===== src/rtl/pei_pkg.sv =====
package pei_pkg;

   // Sense encoding of one pin.
   typedef enum logic {
      SENSE_RISE = 1'b0,
      SENSE_FALL = 1'b1
   } sense_e;

   // Returns 1 when the parameter set is usable.
   function automatic bit params_ok(input int pins, input int stages);
      return (pins >= 1) && (pins <= 64) && (stages >= 2) && (stages <= 8);
   endfunction

   // Active condition of one pin from its level, sense and enable.
   function automatic logic pin_active(input logic level, input sense_e sense,
                                       input logic enable);
      return (level ^ logic'(sense)) & enable;
   endfunction

endpackage


===== src/rtl/pei_sync.sv =====
module pei_sync #(
   parameter int WIDTH  = 4,
   parameter int STAGES = 2
) (
   input  logic             clk,
   input  logic             rst_n,
   input  logic [WIDTH-1:0] async_i,
   output logic [WIDTH-1:0] sync_o
);

   localparam int LAST = STAGES - 1;

   if (STAGES < 2) begin : g_bad_stages
      $error("pei_sync: STAGES must be at least 2");
   end

   logic [WIDTH-1:0] stage_q [STAGES];

   for (genvar s = 0; s < STAGES; s++) begin : g_stage
      if (s == 0) begin : g_first
         always_ff @(posedge clk or negedge rst_n) begin
            if (!rst_n) stage_q[s] <= '0;
            else        stage_q[s] <= async_i;
         end
      end else begin : g_next
         always_ff @(posedge clk or negedge rst_n) begin
            if (!rst_n) stage_q[s] <= '0;
            else        stage_q[s] <= stage_q[s-1];
         end
      end
   end

   assign sync_o = stage_q[LAST];

   // the output only ever takes the value the stage before it held one cycle earlier
   a_r2_sync_follows: assert property (@(posedge clk) disable iff (!rst_n)
      $past(rst_n) |-> (stage_q[LAST] == $past(stage_q[LAST-1])));

endmodule


===== src/rtl/pei_cfg_regs.sv =====
module pei_cfg_regs #(
   parameter int WIDTH = 4
) (
   input  logic             clk,
   input  logic             rst_n,
   input  logic             en_we_i,
   input  logic [WIDTH-1:0] en_wdata_i,
   input  logic             sense_we_i,
   input  logic [WIDTH-1:0] sense_wdata_i,
   output logic [WIDTH-1:0] en_o,
   output logic [WIDTH-1:0] sense_o
);

   logic [WIDTH-1:0] en_q;
   logic [WIDTH-1:0] sense_q;

   always_ff @(posedge clk or negedge rst_n) begin
      if (!rst_n)       en_q <= '0;
      else if (en_we_i) en_q <= en_wdata_i;
   end

   always_ff @(posedge clk or negedge rst_n) begin
      if (!rst_n)          sense_q <= '0;
      else if (sense_we_i) sense_q <= sense_wdata_i;
   end

   assign en_o    = en_q;
   assign sense_o = sense_q;

   // enable bits change only through a write
   a_r6_enable_holds: assert property (@(posedge clk) disable iff (!rst_n)
      !en_we_i |=> $stable(en_q));

   // sense bits change only through a write
   a_r7_sense_holds: assert property (@(posedge clk) disable iff (!rst_n)
      !sense_we_i |=> $stable(sense_q));

   // a write lands in the register on the next edge
   a_r1_enable_written: assert property (@(posedge clk) disable iff (!rst_n)
      en_we_i |=> (en_q == $past(en_wdata_i)));

endmodule


===== src/rtl/pei_flag_cell.sv =====
module pei_flag_cell
   import pei_pkg::*;
(
   input  logic   clk,
   input  logic   rst_n,
   input  logic   level_i,
   input  sense_e sense_i,
   input  logic   en_i,
   input  logic   clr_i,
   output logic   flag_o
);

   logic cond_w;
   logic cond_q;
   logic set_w;
   logic flag_q;

   assign cond_w = pin_active(level_i, sense_i, en_i);
   assign set_w  = cond_w & ~cond_q;

   always_ff @(posedge clk or negedge rst_n) begin
      if (!rst_n) cond_q <= 1'b0;
      else        cond_q <= cond_w;
   end

   // Set has priority over clear.
   always_ff @(posedge clk or negedge rst_n) begin
      if (!rst_n)     flag_q <= 1'b0;
      else if (set_w) flag_q <= 1'b1;
      else if (clr_i) flag_q <= 1'b0;
   end

   assign flag_o = flag_q;

   // with the enable bit low a clear flag stays clear
   a_r5_disabled_quiet: assert property (@(posedge clk) disable iff (!rst_n)
      (!en_i && !flag_q) |=> !flag_q);

   // a flag with no clear request stays set
   a_r9_sticky: assert property (@(posedge clk) disable iff (!rst_n)
      (flag_q && !clr_i) |=> flag_q);

   // a clear with no competing set empties the flag
   a_r9_clear_works: assert property (@(posedge clk) disable iff (!rst_n)
      (clr_i && !(cond_w && !cond_q)) |=> !flag_q);

   // a rising condition beats a clear on the same edge
   a_r10_set_wins: assert property (@(posedge clk) disable iff (!rst_n)
      (cond_w && !cond_q && clr_i) |=> flag_q);

   // a flag never rises without the condition having risen
   a_r2_rise_has_cause: assert property (@(posedge clk) disable iff (!rst_n)
      $rose(flag_q) |-> $past(cond_w && !cond_q));

endmodule


===== src/rtl/pin_edge_irq.sv =====
module pin_edge_irq
   import pei_pkg::*;
#(
   parameter int NUM_PINS    = 4,
   parameter int SYNC_STAGES = 2,
   parameter bit IRQ_REG     = 1'b0
) (
   input  logic                clk,
   input  logic                rst_n,
   input  logic [NUM_PINS-1:0] pin_i,
   input  logic                en_we_i,
   input  logic [NUM_PINS-1:0] en_wdata_i,
   input  logic                sense_we_i,
   input  logic [NUM_PINS-1:0] sense_wdata_i,
   input  logic                clr_we_i,
   input  logic [NUM_PINS-1:0] clr_wdata_i,
   output logic [NUM_PINS-1:0] flag_o,
   output logic                irq_o
);

   localparam int W = NUM_PINS;

   if (!params_ok(NUM_PINS, SYNC_STAGES)) begin : g_bad_params
      $error("pin_edge_irq: NUM_PINS must be 1..64 and SYNC_STAGES 2..8");
   end

   logic [W-1:0] level_w;
   logic [W-1:0] en_w;
   logic [W-1:0] sense_w;
   logic [W-1:0] clr_w;
   logic [W-1:0] flags_w;

   pei_sync #(.WIDTH(W), .STAGES(SYNC_STAGES)) u_sync (
      .clk     (clk),
      .rst_n   (rst_n),
      .async_i (pin_i),
      .sync_o  (level_w)
   );

   pei_cfg_regs #(.WIDTH(W)) u_cfg (
      .clk           (clk),
      .rst_n         (rst_n),
      .en_we_i       (en_we_i),
      .en_wdata_i    (en_wdata_i),
      .sense_we_i    (sense_we_i),
      .sense_wdata_i (sense_wdata_i),
      .en_o          (en_w),
      .sense_o       (sense_w)
   );

   assign clr_w = clr_wdata_i & {W{clr_we_i}};

   for (genvar i = 0; i < W; i++) begin : g_pin
      pei_flag_cell u_cell (
         .clk     (clk),
         .rst_n   (rst_n),
         .level_i (level_w[i]),
         .sense_i (sense_e'(sense_w[i])),
         .en_i    (en_w[i]),
         .clr_i   (clr_w[i]),
         .flag_o  (flags_w[i])
      );
   end

   assign flag_o = flags_w;

   if (IRQ_REG) begin : g_irq_reg
      logic irq_q;
      always_ff @(posedge clk or negedge rst_n) begin
         if (!rst_n) irq_q <= 1'b0;
         else        irq_q <= |flags_w;
      end
      assign irq_o = irq_q;
   end else begin : g_irq_comb
      assign irq_o = |flags_w;

      // the request cannot drop unless some clear was written
      a_r11_irq_holds: assert property (@(posedge clk) disable iff (!rst_n)
         (irq_o && !(clr_we_i && (|clr_wdata_i))) |=> irq_o);
   end

   // nothing is flagged while all enables are still at their reset value
   a_r1_quiet_when_disabled: assert property (@(posedge clk) disable iff (!rst_n)
      ((en_w == '0) && (flag_o == '0)) |=> (flag_o == '0));

endmodule


===== config.mk =====
export PLATFORM = sky130hd
export DESIGN_NAME = pin_edge_irq
export DESIGN_NICKNAME = d
export VERILOG_FILES = /design/src/rtl/pei_pkg.sv /design/src/rtl/pei_sync.sv /design/src/rtl/pei_cfg_regs.sv /design/src/rtl/pei_flag_cell.sv /design/src/rtl/pin_edge_irq.sv
export SDC_FILE = /design/constraint.sdc
export NUM_CORES = 1
export LEC_CHECK = 0
export BUFFER_PORTS_ARGS = -buffer_cell sky130_fd_sc_hd__buf_4
export CAP_MARGIN = 20
export CORE_MARGIN = 1
export CORE_UTILIZATION = 40
export CTS_CLUSTER_DIAMETER = 80
export DETAILED_ROUTE_END_ITERATION = 6
export SLEW_MARGIN = 20
export SYNTH_ARGS = -nofsm -noshare
export SYNTH_HDL_FRONTEND = slang
export SYNTH_SLANG_ARGS = --single-unit

===== constraint.sdc =====
create_clock -name clk -period 1.19 [get_ports clk]
set_clock_uncertainty 0.15 [all_clocks]
set_input_delay 0.119 -clock clk [delete_from_list [all_inputs] [get_ports clk]]
set_output_delay 0.119 -clock clk [all_outputs]
set_load 0.01 [all_outputs]

* Yosys cells after proc, flatten, opt, wreduce, memory -nomap -nowiden
Index checks and enable logic that the tools add are counted.
** Cells by class
- Multiplexer cells :: 8
- Bitwise logic cells :: 17
- Reduce and logical (&&, ||, !) cells :: 5
** Operator list (count)
- $and A1 B1 Y1 :: 8
- $mux W1 :: 8
- $reduce_bool A2 Y1 :: 4
- $and A4 B4 Y4 :: 1
- $not A1 Y1 :: 4
- $reduce_or A4 Y1 :: 1
- $xor A1 B1 Y1 :: 4
** Word-level totals
- Bits in registers :: 24

* Logic depth before layout (Yosys ltp)
Gate-level depths: netlist of the first run.
- Word-level depth :: 4
- Depth in mapped cells :: 2

* Modules after synthesis
Synthesis of the first run repeated with hierarchy kept, for this count alone.
** Second synthesis, totals
- Cells, all modules :: 61
- Area total of the unflattened synthesis :: 888.4 um^2
** Modules (own cells, without submodules)
- pei_flag_cell :: instances 4, cells an instance 7, area an instance 83.8 um^2, sequential area each 50.0 um^2
- pei_cfg_regs :: instances 1, cells an instance 16, area an instance 290.3 um^2, sequential area each 200.2 um^2
- pei_sync :: instances 1, cells an instance 12, area an instance 230.2 um^2, sequential area each 200.2 um^2
- pin_edge_irq :: instances 1, cells an instance 5, area an instance 32.5 um^2, sequential area each 0.0 um^2

* Worst setup path after synthesis of the first run
OpenSTA, ideal clock, no wires.
- Kind :: register to output
- Start point :: reg g_pin[1].u_cell.flag_q
- End point :: out irq_o
- Data arrival time :: 933 ps
- Slack :: -12 ps
- Stages on the path, launching flop included :: 2
- Path buffers :: 0
- Cell sequence :: dfrtp_1 > or4_1
** On the way
- Word-level cells in the longest chain between the ends :: 1
** Ends and longest elaborated chain
- start, declared :: line pei_flag_cell.sv:16 : logic flag_q;
- start signal, assigned :: line pei_flag_cell.sv:28 : if (!rst_n) flag_q <= 1'b0;
- start signal, assigned :: line pei_flag_cell.sv:29 : else if (set_w) flag_q <= 1'b1;
- start signal, assigned :: line pei_flag_cell.sv:30 : else if (clr_i) flag_q <= 1'b0;
- $reduce_or A4 Y1 :: line pin_edge_irq.sv:75 : assign irq_o = |flags_w;
- end, declared :: line pin_edge_irq.sv:18 : output logic irq_o
No other way between the ends.

* Final worst setup path of the first run
Same ends and word-level chain as after synthesis.

==> flow_metrics.env, run 1 <==
export IMPL_synthXorXnorAreaFrac_pct=4.08
export IMPL_ys_types=9
export IMPL_synth_top_family_by_area="multiplexers"
export IMPL_cp_start_kind="register"
export IMPL_arrival_ps=1360
export IMPL_synthToLayoutAreaGrowth_pct=60.1
export IMPL_syn_area_um2=858
export IMPL_synthAdderAreaFrac_pct=0
export IMPL_fin_crit_sh_pct=137
export IMPL_synth_compound_area_share_pct=4.66
export IMPL_sw_frac_of_total_pct=23.2
export IMPL_rsz0062_at_grt="true"
export IMPL_ir_drop_mv=0.971
export IMPL_finalHoldViolCount=0
export IMPL_crit_chain="or4_4, buf_6"
export IMPL_avgSynthCellArea_um2=15.1
export IMPL_first_pass_iters=1
export IMPL_crit_path_max_fanout=2
export IMPL_whs_ps=63.9
export IMPL_wl_per_cell_um=10.7
export IMPL_overflow=0
export IMPL_worstMarginPinSlew_ps=282
export IMPL_clk_path_buf_depth=2
export IMPL_syn_nets=78
export IMPL_reg2reg_slack_ps=-10
export IMPL_p_sw_mw=0.413
export IMPL_maxCapViolCount=0
export IMPL_worst_slack_ps=-438
export IMPL_die_area_um2=2330
export IMPL_finalSetupViolations=6
export IMPL_antenna_found_initial=0
export IMPL_power_leakage_nw=0.647
export IMPL_gp_congestion=0.679
export IMPL_die_w_um=48.3
export IMPL_hp_class="in2async"
export IMPL_final_nets=133
export IMPL_fmax_ghz=0.614
export IMPL_clk_latency_ps=300
export IMPL_critPathSlowestCell="or4_4"
export IMPL_synth_cells=57
export IMPL_cts_sinks=24
export IMPL_grt_pass1_vias=609
export IMPL_diodes=0
export IMPL_ys_top_cells_by_area="dfrtp_1, mux2_2, a32o_1"
export IMPL_synthMuxAreaShare_pct=10.5
export IMPL_start_util_pct=43.3
export IMPL_die_h_um=48.3
export IMPL_yosysTopAreaCell="dfrtp_1"
export IMPL_combPwrFrac_pct=27.6
export IMPL_root_buffer="clkbuf_4"
export IMPL_core_area_um2=1980
export IMPL_dpl_hpwl_um=892
export IMPL_antenna_left=0
export IMPL_ys_seq_elements=24
export IMPL_p_seq_share_pct=53.7
export IMPL_status="finished, violations left"
export IMPL_worstPathRequired_ps=920
export IMPL_synth_warnings=0
export IMPL_synth_simple_area_share_pct=5.54
export IMPL_maxSlewViolCount=0
export IMPL_violations="setup timing"
export IMPL_yosysTopAreaCellShare_pct=70.0
export IMPL_grt_max_degree=25
export IMPL_clkTransAtPathRegs_ps=110
export IMPL_cts_tree="done"
export IMPL_critPathKind="reg2out"
export IMPL_p_clk_share_pct=18.7
export IMPL_r2r_end="g_pin[1].u_cell.flag_o"
export IMPL_grt_pass1_wl_um=2480
export IMPL_internal_power_mw=1.36
export IMPL_relSlewSlack_pct=81.2
export IMPL_r2r_start="g_pin[1].u_cell.flag_o"
export IMPL_p_per_area_nw_per_um2=1290
export IMPL_num_rows=16
export IMPL_io_buffers=25
export IMPL_vias=592
export IMPL_ys_seq_area_share_pct=70.0
export IMPL_grt_usage_pct=14.5
export IMPL_drc_errors=0
export IMPL_drive_above_1_share_pct=41.8
export IMPL_vias_per_cell=4.32
export IMPL_htreeDepth=1
export IMPL_wirelength_um=1470
export IMPL_period_needed_ps=1630
export IMPL_ios=26
export IMPL_numCtsBuffers=3
export IMPL_dp_slack_ps=-99.8
export IMPL_worstSetupEndpointType="output port"
export IMPL_r2r_cells=4
export IMPL_slowest_delay_ps=530
export IMPL_dr_first_iter_drc_count=0
## flip-flops by register name, summed over array words and instances (netlist names)
name	flops
u_sync.sync_o	4
u_cfg.sense_o	4
g_pin.u_cell.cond_q	4
u_sync.stage_q	4
u_cfg.en_o	4
g_pin.u_cell.flag_o	4
## cell usage in the layout, fill, tap and decap left out
master / instances
xor2_1: 4
buf_4: 26
dfrtp_1: 24
inv_1: 4
and2_1: 4
clkbuf_4: 3
buf_6: 8
dlygate4sd3_1: 20
a32o_1: 4
mux2_2: 8
or4_4: 1
nand2_1: 4
## synthesized netlist by cell type
master    n
dfrtp_1  24
mux2_2    8
a32o_1    4
and2_1    4
buf_4     4
inv_1     4
nand2_1   4
xor2_1    4
or4_1     1
## kinds of logic after synthesis
| group | count (synthesis) |
|---|---|
| xor gates and xnor gates | 4 |
| muxes | 8 |
| and+or+nand+nor | 9 |
| DFF | 24 |
| buffers and inverters | 8 |
| AOI/OAI and AO/OA | 4 |
## power by group through the flow
stage	registers, mW	clock network, mW	logic (mW)
after floorplan	0.965	0	0.173
after global placement	0.965	0	0.324
after CTS	0.956	0.352	0.449
after detailed placement	0.968	0	0.325
after global routing	0.966	0.383	0.531
final	0.955	0.332	0.491
## metrics by stage
| stage | TNS (ps) | util [%] | total power [mW] | cells | instance area [um^2] |
|---|---|---|---|---|---|
| final | -762 | 69.3 | 1.78 | 137 | 1370 |
| after global routing | -1030 | 69.3 | 1.88 | 137 | 1370 |
| after CTS | -681 | 68.2 | 1.76 | 134 | 1350 |
| after detailed placement | -99.8 | 54.7 | 1.29 | 109 | 1080 |
| after global placement | -97.9 | 54.7 | 1.29 | 109 | 1080 |
| after floorplan | 0 | - | 1.14 | 57 | 862 |
## per-layer routing
metal | track usage [%] | wire, um | vias up
li1 | - | - | 295
met1 | 16.4 | 603 | 274
met2 | 24.9 | 772 | 19
met3 | 3.14 | 62 | 4
met4 | 8.82 | 32 | 0
met5 | 0 | 0 | -
## critical path, delay by kind of cell, from the launching register on
family	cells	cell delay [ps]
AND/OR/NAND/NOR	1	530
flip-flops	1	400
buffers and inverters	1	130
## worst max path at each step
stage / startpoint / endpoint / slack (ps) / cells past startpoint
after floorplan: g_pin[1].u_cell.flag_o / irq_o / 10 / 1
after global placement: g_pin[1].u_cell.flag_o / irq_o / -100 / 2
after detailed placement: g_pin[1].u_cell.flag_o / irq_o / -100 / 2
after CTS: g_pin[1].u_cell.flag_o / irq_o / -450 / 2
after global routing: g_pin[1].u_cell.flag_o / irq_o / -490 / 2
final: g_pin[1].u_cell.flag_o / irq_o / -440 / 2
## repair_timing
item | in CTS | in global routing
gates resized for setup | 8 | 0
setup endpoints to repair | 5 | 5
hold buffers | 20 | 0
endpoints found under the hold margin | 40 | 0
pin swaps | 0 | 2
setup buffers | 2 | 3
## layout make-up
cell class | instances | area [um^2]
Clock buffer | 3 | 22.5
Fill cell | 135 | 608
Inverter | 4 | 15.0
Multi-Input combinational cell | 25 | 216
Sequential cell | 24 | 601
Tap cell | 27 | 33.8
Timing Repair Buffer | 54 | 485
(Power assumes the default switching activity.)
==> run 2, diff against run 1 <==
- CELL_PAD_IN_SITES_DETAIL_PLACEMENT: default -> 1
- CELL_PAD_IN_SITES_GLOBAL_PLACEMENT: default -> 1
- CORE_UTILIZATION: 40 -> 38
- PLACE_DENSITY_LB_ADDON: default -> 0.1
==> run 2 against run 1 <==
Net effect: the flow still finishes with violations (setup timing); count of clock-buffer cells in the layout grew 1; total power grew 2.3%; utilization shrank 2.8 points; register-to-register slack gained 100 ps; highest routed layer unchanged.
==> flow_metrics.env, run 2 (same netlist as run 1, synthesis figures left out) <==
export IMPL_gp_congestion=0.693
export IMPL_grt_max_degree=25
export IMPL_finalSetupViolations=5
export IMPL_final_util_pct=66.5
export IMPL_period_needed_ps=1660
export IMPL_fin_crit_sh_pct=139
export IMPL_cts_tree="done"
export IMPL_die_area_um2=2450
export IMPL_rsz0062_at_grt="true"
export IMPL_ir_drop_mv=0.914
export IMPL_grt_use_met2_pct=27.0
export IMPL_final_cell_mix="dfrtp_1, buf_4, dlygate4sd3_1, mux2_2, buf_6"
export IMPL_status="finished, violations left"
export IMPL_clk_path_buf_depth=2
export IMPL_dp_slack_ps=-115
export IMPL_r2r_cells=2
export IMPL_p_per_area_nw_per_um2=1340
export IMPL_die_h_um=49.5
export IMPL_reg2reg_slack_ps=90
export IMPL_drive_above_1_share_pct=40.2
export IMPL_r2r_end="g_pin[1].u_cell.flag_o"
export IMPL_die_w_um=49.5
export IMPL_hp_class="in2async"
export IMPL_maxCapViolCount=0
export IMPL_power_leakage_nw=0.635
export IMPL_global_route_peak_usage_layer="met2"
export IMPL_violations="setup timing"
export IMPL_drc_errors=0
export IMPL_crit_path_max_fanout=2
export IMPL_root_buffer="clkbuf_4"
export IMPL_worstPathRequired_ps=920
export IMPL_maxSlewViolCount=0
export IMPL_final_common_cell="dfrtp_1"
export IMPL_clk_latency_ps=310
export IMPL_num_rows=16
export IMPL_antenna_left=0
export IMPL_grt_use_met3_pct=4.94
export IMPL_clkTransAtPathRegs_ps=130
export IMPL_diodes=0
export IMPL_grt_usage_pct=16.6
export IMPL_instances_no_fill=134
export IMPL_finalHoldViolCount=0
export IMPL_vias_per_cell=4.49
export IMPL_synthToLayoutAreaGrowth_pct=58.2
export IMPL_core_area_um2=2040
export IMPL_relSlewSlack_pct=80.7
export IMPL_arrival_ps=1390
export IMPL_io_buffers=25
export IMPL_wirelength_um=1670
export IMPL_final_nets=129
export IMPL_fmax_ghz=0.604
export IMPL_ios=26
export IMPL_dpl_hpwl_um=1060
export IMPL_worst_slack_ps=-465
export IMPL_cp_start_kind="register"
export IMPL_start_util_pct=42.0
export IMPL_r2r_start="u_cfg.sense_o[1]"
export IMPL_grt_pass1_wl_um=2820
export IMPL_use_met1_pct=18.4
export IMPL_dp_cells=109
export IMPL_cts_sinks=24
export IMPL_worstSetupEndpointType="output port"
export IMPL_vias=602
export IMPL_worstMarginPinSlew_ps=289
export IMPL_dr_first_iter_drc_count=0
export IMPL_first_pass_iters=1
export IMPL_wl_per_cell_um=12.4
export IMPL_overflow=0
export IMPL_numCtsBuffers=3
export IMPL_htreeDepth=1
export IMPL_grt_pass1_vias=633
export IMPL_antenna_found_initial=0
export IMPL_critPathKind="reg2out"
-- run 2: critical path, stage by stage, from the launching register on --
cell	delay, ps
dfrtp_1	400
or4_4	540
buf_6	140
-- run 2: what timing repair did --
action | 4_1_cts | 5_1_grt
pin swaps | 0 | 0
setup endpoints to repair | 5 | 5
endpoints found under the hold margin | 40 | 0
gates cloned | 0 | 0
buffers inserted | 1 | 0
gates resized for setup | 8 | 0
hold buffers | 20 | 0
-- run 2: power breakdown --
part           leakage [nW]  total, mW  internal [mW]  switching (mW)
registers             0.286      0.959          0.907          0.0513
logic                 0.328      0.441          0.300           0.141
clock network        0.0210      0.420          0.187           0.233
total                 0.635       1.82           1.39           0.426
-- run 2: stage by stage --
step | setup TNS (ps) | cell area [um^2] | hold WS (ps) | power (mW)
after floorplan | 0 | 862 | -327 | 1.14
after global placement | -100 | 1080 | -122 | 1.29
after detailed placement | -115 | 1080 | -121 | 1.30
after CTS | -823 | 1360 | 56.2 | 1.85
after global routing | -1000 | 1360 | 66.2 | 1.93
final | -721 | 1360 | 69.6 | 1.82
-- run 2: worst max path at each step --
stage | depth (start not counted) | to | slack [ps] | from
finish | 2 | irq_o | -470 | g_pin[1].u_cell.flag_o
detailed placement | 2 | irq_o | -120 | g_pin[1].u_cell.flag_o
global route | 2 | irq_o | -530 | g_pin[1].u_cell.flag_o
global placement | 2 | irq_o | -100 | g_pin[1].u_cell.flag_o
CTS | 2 | irq_o | -480 | g_pin[1].u_cell.flag_o
floorplan | 1 | irq_o | 10 | g_pin[1].u_cell.flag_o
-- run 2: cell type report --
cell class / count / area, um^2
Timing Repair Buffer: 50 / 455
Inverter: 4 / 15.0
Multi-Input combinational cell: 25 / 216
Sequential cell: 24 / 601
Clock buffer: 4 / 36.3
Tap cell: 27 / 33.8
Fill cell: 195 / 684
-- run 2: layer usage --
layer	wire length, um	up-vias
li1	-	289
met4	42	0
met2	870	20
met3	74	4
met5	0	-
met1	682	289
==> run 3, diff against run 2 <==
- CORE_UTILIZATION: 38 -> 40
- CTS_BUF_LIST: default -> sky130_fd_sc_hd__clkbuf_4
==> run 3 against run 2 <==
Net effect: the flow still finishes with violations (setup timing); critical path depth unchanged; total power fell by 3.0%; worst setup slack gained 1.3 ps; die area shrank 4.8%; count of clock-buffer cells in the layout decreased by 1; first-iteration DRC count rose by 8; combinational power rose by 4%; highest routed layer is now met3; sequential share of layout area increased by 0.33 points; hold slack worse by 2.0 ps; global-route usage up 1.5 points; final area is 0.74% lower; non-clock buffer count is 1 higher; critical path type unchanged.
==> flow_metrics.env, run 3 (same netlist as run 1, synthesis figures left out) <==
export IMPL_maxCapViolCount=0
export IMPL_period_needed_ps=1650
export IMPL_first_pass_iters=4
export IMPL_synthToLayoutAreaGrowth_pct=57.0
export IMPL_ir_drop_mv=0.954
export IMPL_grt_usage_pct=18.1
export IMPL_power_mw=1.77
export IMPL_maxSlewViolCount=0
export IMPL_worstPathRequired_ps=920
export IMPL_wl_per_cell_um=14.1
export IMPL_fin_crit_sh_pct=139
export IMPL_htreeDepth=1
export IMPL_final_nets=130
export IMPL_p_per_area_nw_per_um2=1310
export IMPL_final_cell_mix="buf_4, dfrtp_1, dlygate4sd3_1, mux2_2, buf_6"
export IMPL_die_area_um2=2330
export IMPL_wirelength_um=1900
export IMPL_critPathKind="reg2out"
export IMPL_dr_first_iter_drc_count=8
export IMPL_hp_class="in2async"
export IMPL_combPwrFrac_pct=25.9
export IMPL_ios=26
export IMPL_p_seq_share_pct=54.5
export IMPL_violations="setup timing"
export IMPL_grt_max_degree=25
export IMPL_clk_path_buf_depth=2
export IMPL_core_area_um2=1980
export IMPL_diodes=0
export IMPL_clk_latency_ps=300
export IMPL_reg2reg_slack_ps=-40
export IMPL_relSlewSlack_pct=80.6
export IMPL_root_buffer="clkbuf_4"
export IMPL_whs_ps=67.6
export IMPL_worstMarginPinSlew_ps=291
export IMPL_power_leakage_nw=0.632
export IMPL_gp_congestion=0.670
export IMPL_dp_slack_ps=-130
export IMPL_vias=609
export IMPL_num_rows=16
export IMPL_drive_above_1_share_pct=39.8
export IMPL_grt_pass1_wl_um=3060
export IMPL_rsz0062_at_grt="true"
export IMPL_die_h_um=48.3
export IMPL_multiInputGateArea_um2=216
export IMPL_numCtsBuffers=3
export IMPL_worst_slack_ps=-464
export IMPL_final_util_pct=68.0
export IMPL_p_clk_share_pct=19.6
export IMPL_grt_pass1_vias=685
export IMPL_sw_frac_of_total_pct=24.7
export IMPL_crit_path_max_fanout=2
export IMPL_start_util_pct=43.3
export IMPL_status="finished, violations left"
export IMPL_cts_tree="done"
export IMPL_final_fill_count=192
export IMPL_io_buffers=25
export IMPL_final_common_cell="buf_4"
export IMPL_overflow=0
export IMPL_tns_ps=-804
export IMPL_drc_errors=0
export IMPL_finalSetupViolations=6
export IMPL_worstSetupEndpointType="output port"
export IMPL_vias_per_cell=4.51
export IMPL_cp_start_kind="register"
export IMPL_fmax_ghz=0.605
export IMPL_finalHoldViolCount=0
export IMPL_die_w_um=48.3
export IMPL_antenna_left=0
export IMPL_arrival_ps=1380
export IMPL_antenna_found_initial=0
export IMPL_clkTransAtPathRegs_ps=120
export IMPL_internal_power_mw=1.33
export IMPL_p_sw_mw=0.436
export IMPL_regArea_um2=601
export IMPL_cts_sinks=24
[run 3: cell count changes in the layout (fill, tap and decap cells not counted), sizes merged]
cell / change
clkbuf: -1
buf: +1
clkinv: +1
[run 3: worst paths after layout]
kind	startpoint	to	cells after the start
worst min register to register	u_sync.stage_q[6]	u_sync.sync_o[2]	0
worst max register to register	g_pin[3].u_cell.flag_o	g_pin[3].u_cell.flag_o	4
worst max-delay path	g_pin[2].u_cell.flag_o	irq_o	2
min in group clk	u_sync.stage_q[6]	u_sync.sync_o[2]	0
worst min-delay path	rst_n	u_sync.sync_o[1]	2
max in group asynchronous	rst_n	u_cfg.en_o[3]	2
[run 3: per-stage QoR]
stage / instances / instance area (um^2)
final: 135 / 1350
after detailed placement: 109 / 1080
after floorplan: 57 / 862
after global placement: 109 / 1080
after global routing: 135 / 1350
after CTS: 134 / 1340
[run 3: timing repair]
action                     4_1_cts  5_1_grt
setup endpoints to repair        5        5
pin swaps                        1        1
hold buffers                    20        0
setup buffers                    3        3
hold endpoints to repair        40        0
resized for setup                6        1
[run 3: final cells by class]
class / count / share of cell area [%]
clock buffers: 3 / 1.67
clock inverters: 1 / 0.279
inverters: 4 / 1.11
multi-input cells: 25 / 16.1
flip-flops and latches: 24 / 44.6
well taps: 27 / 2.51
repair buffers: 51 / 33.8
[run 3: per-layer routing]
| layer | track usage, % | up-vias | wire, um |
|---|---|---|---|
| met5 | 0 | - | 0 |
| met4 | 5.88 | 0 | 0 |
| met3 | 3.46 | 0 | 91 |
| met2 | 36.9 | 22 | 1100 |
| met1 | 17.8 | 299 | 713 |
| li1 | - | 288 | - |
[run 3: critical path: stages, from the launching register on]
cell and delay [ps]:
dfrtp_1 410, or4_4 540, buf_6 140
[run 3: power by group through the flow]
stage | Sequential [mW] | Clock, mW | Combinational [mW]
after floorplan | 0.965 | 0 | 0.173
after global placement | 0.965 | 0 | 0.325
after detailed placement | 0.978 | 0 | 0.338
after CTS | 0.963 | 0.365 | 0.438
after global routing | 0.972 | 0.393 | 0.495
final | 0.962 | 0.347 | 0.457
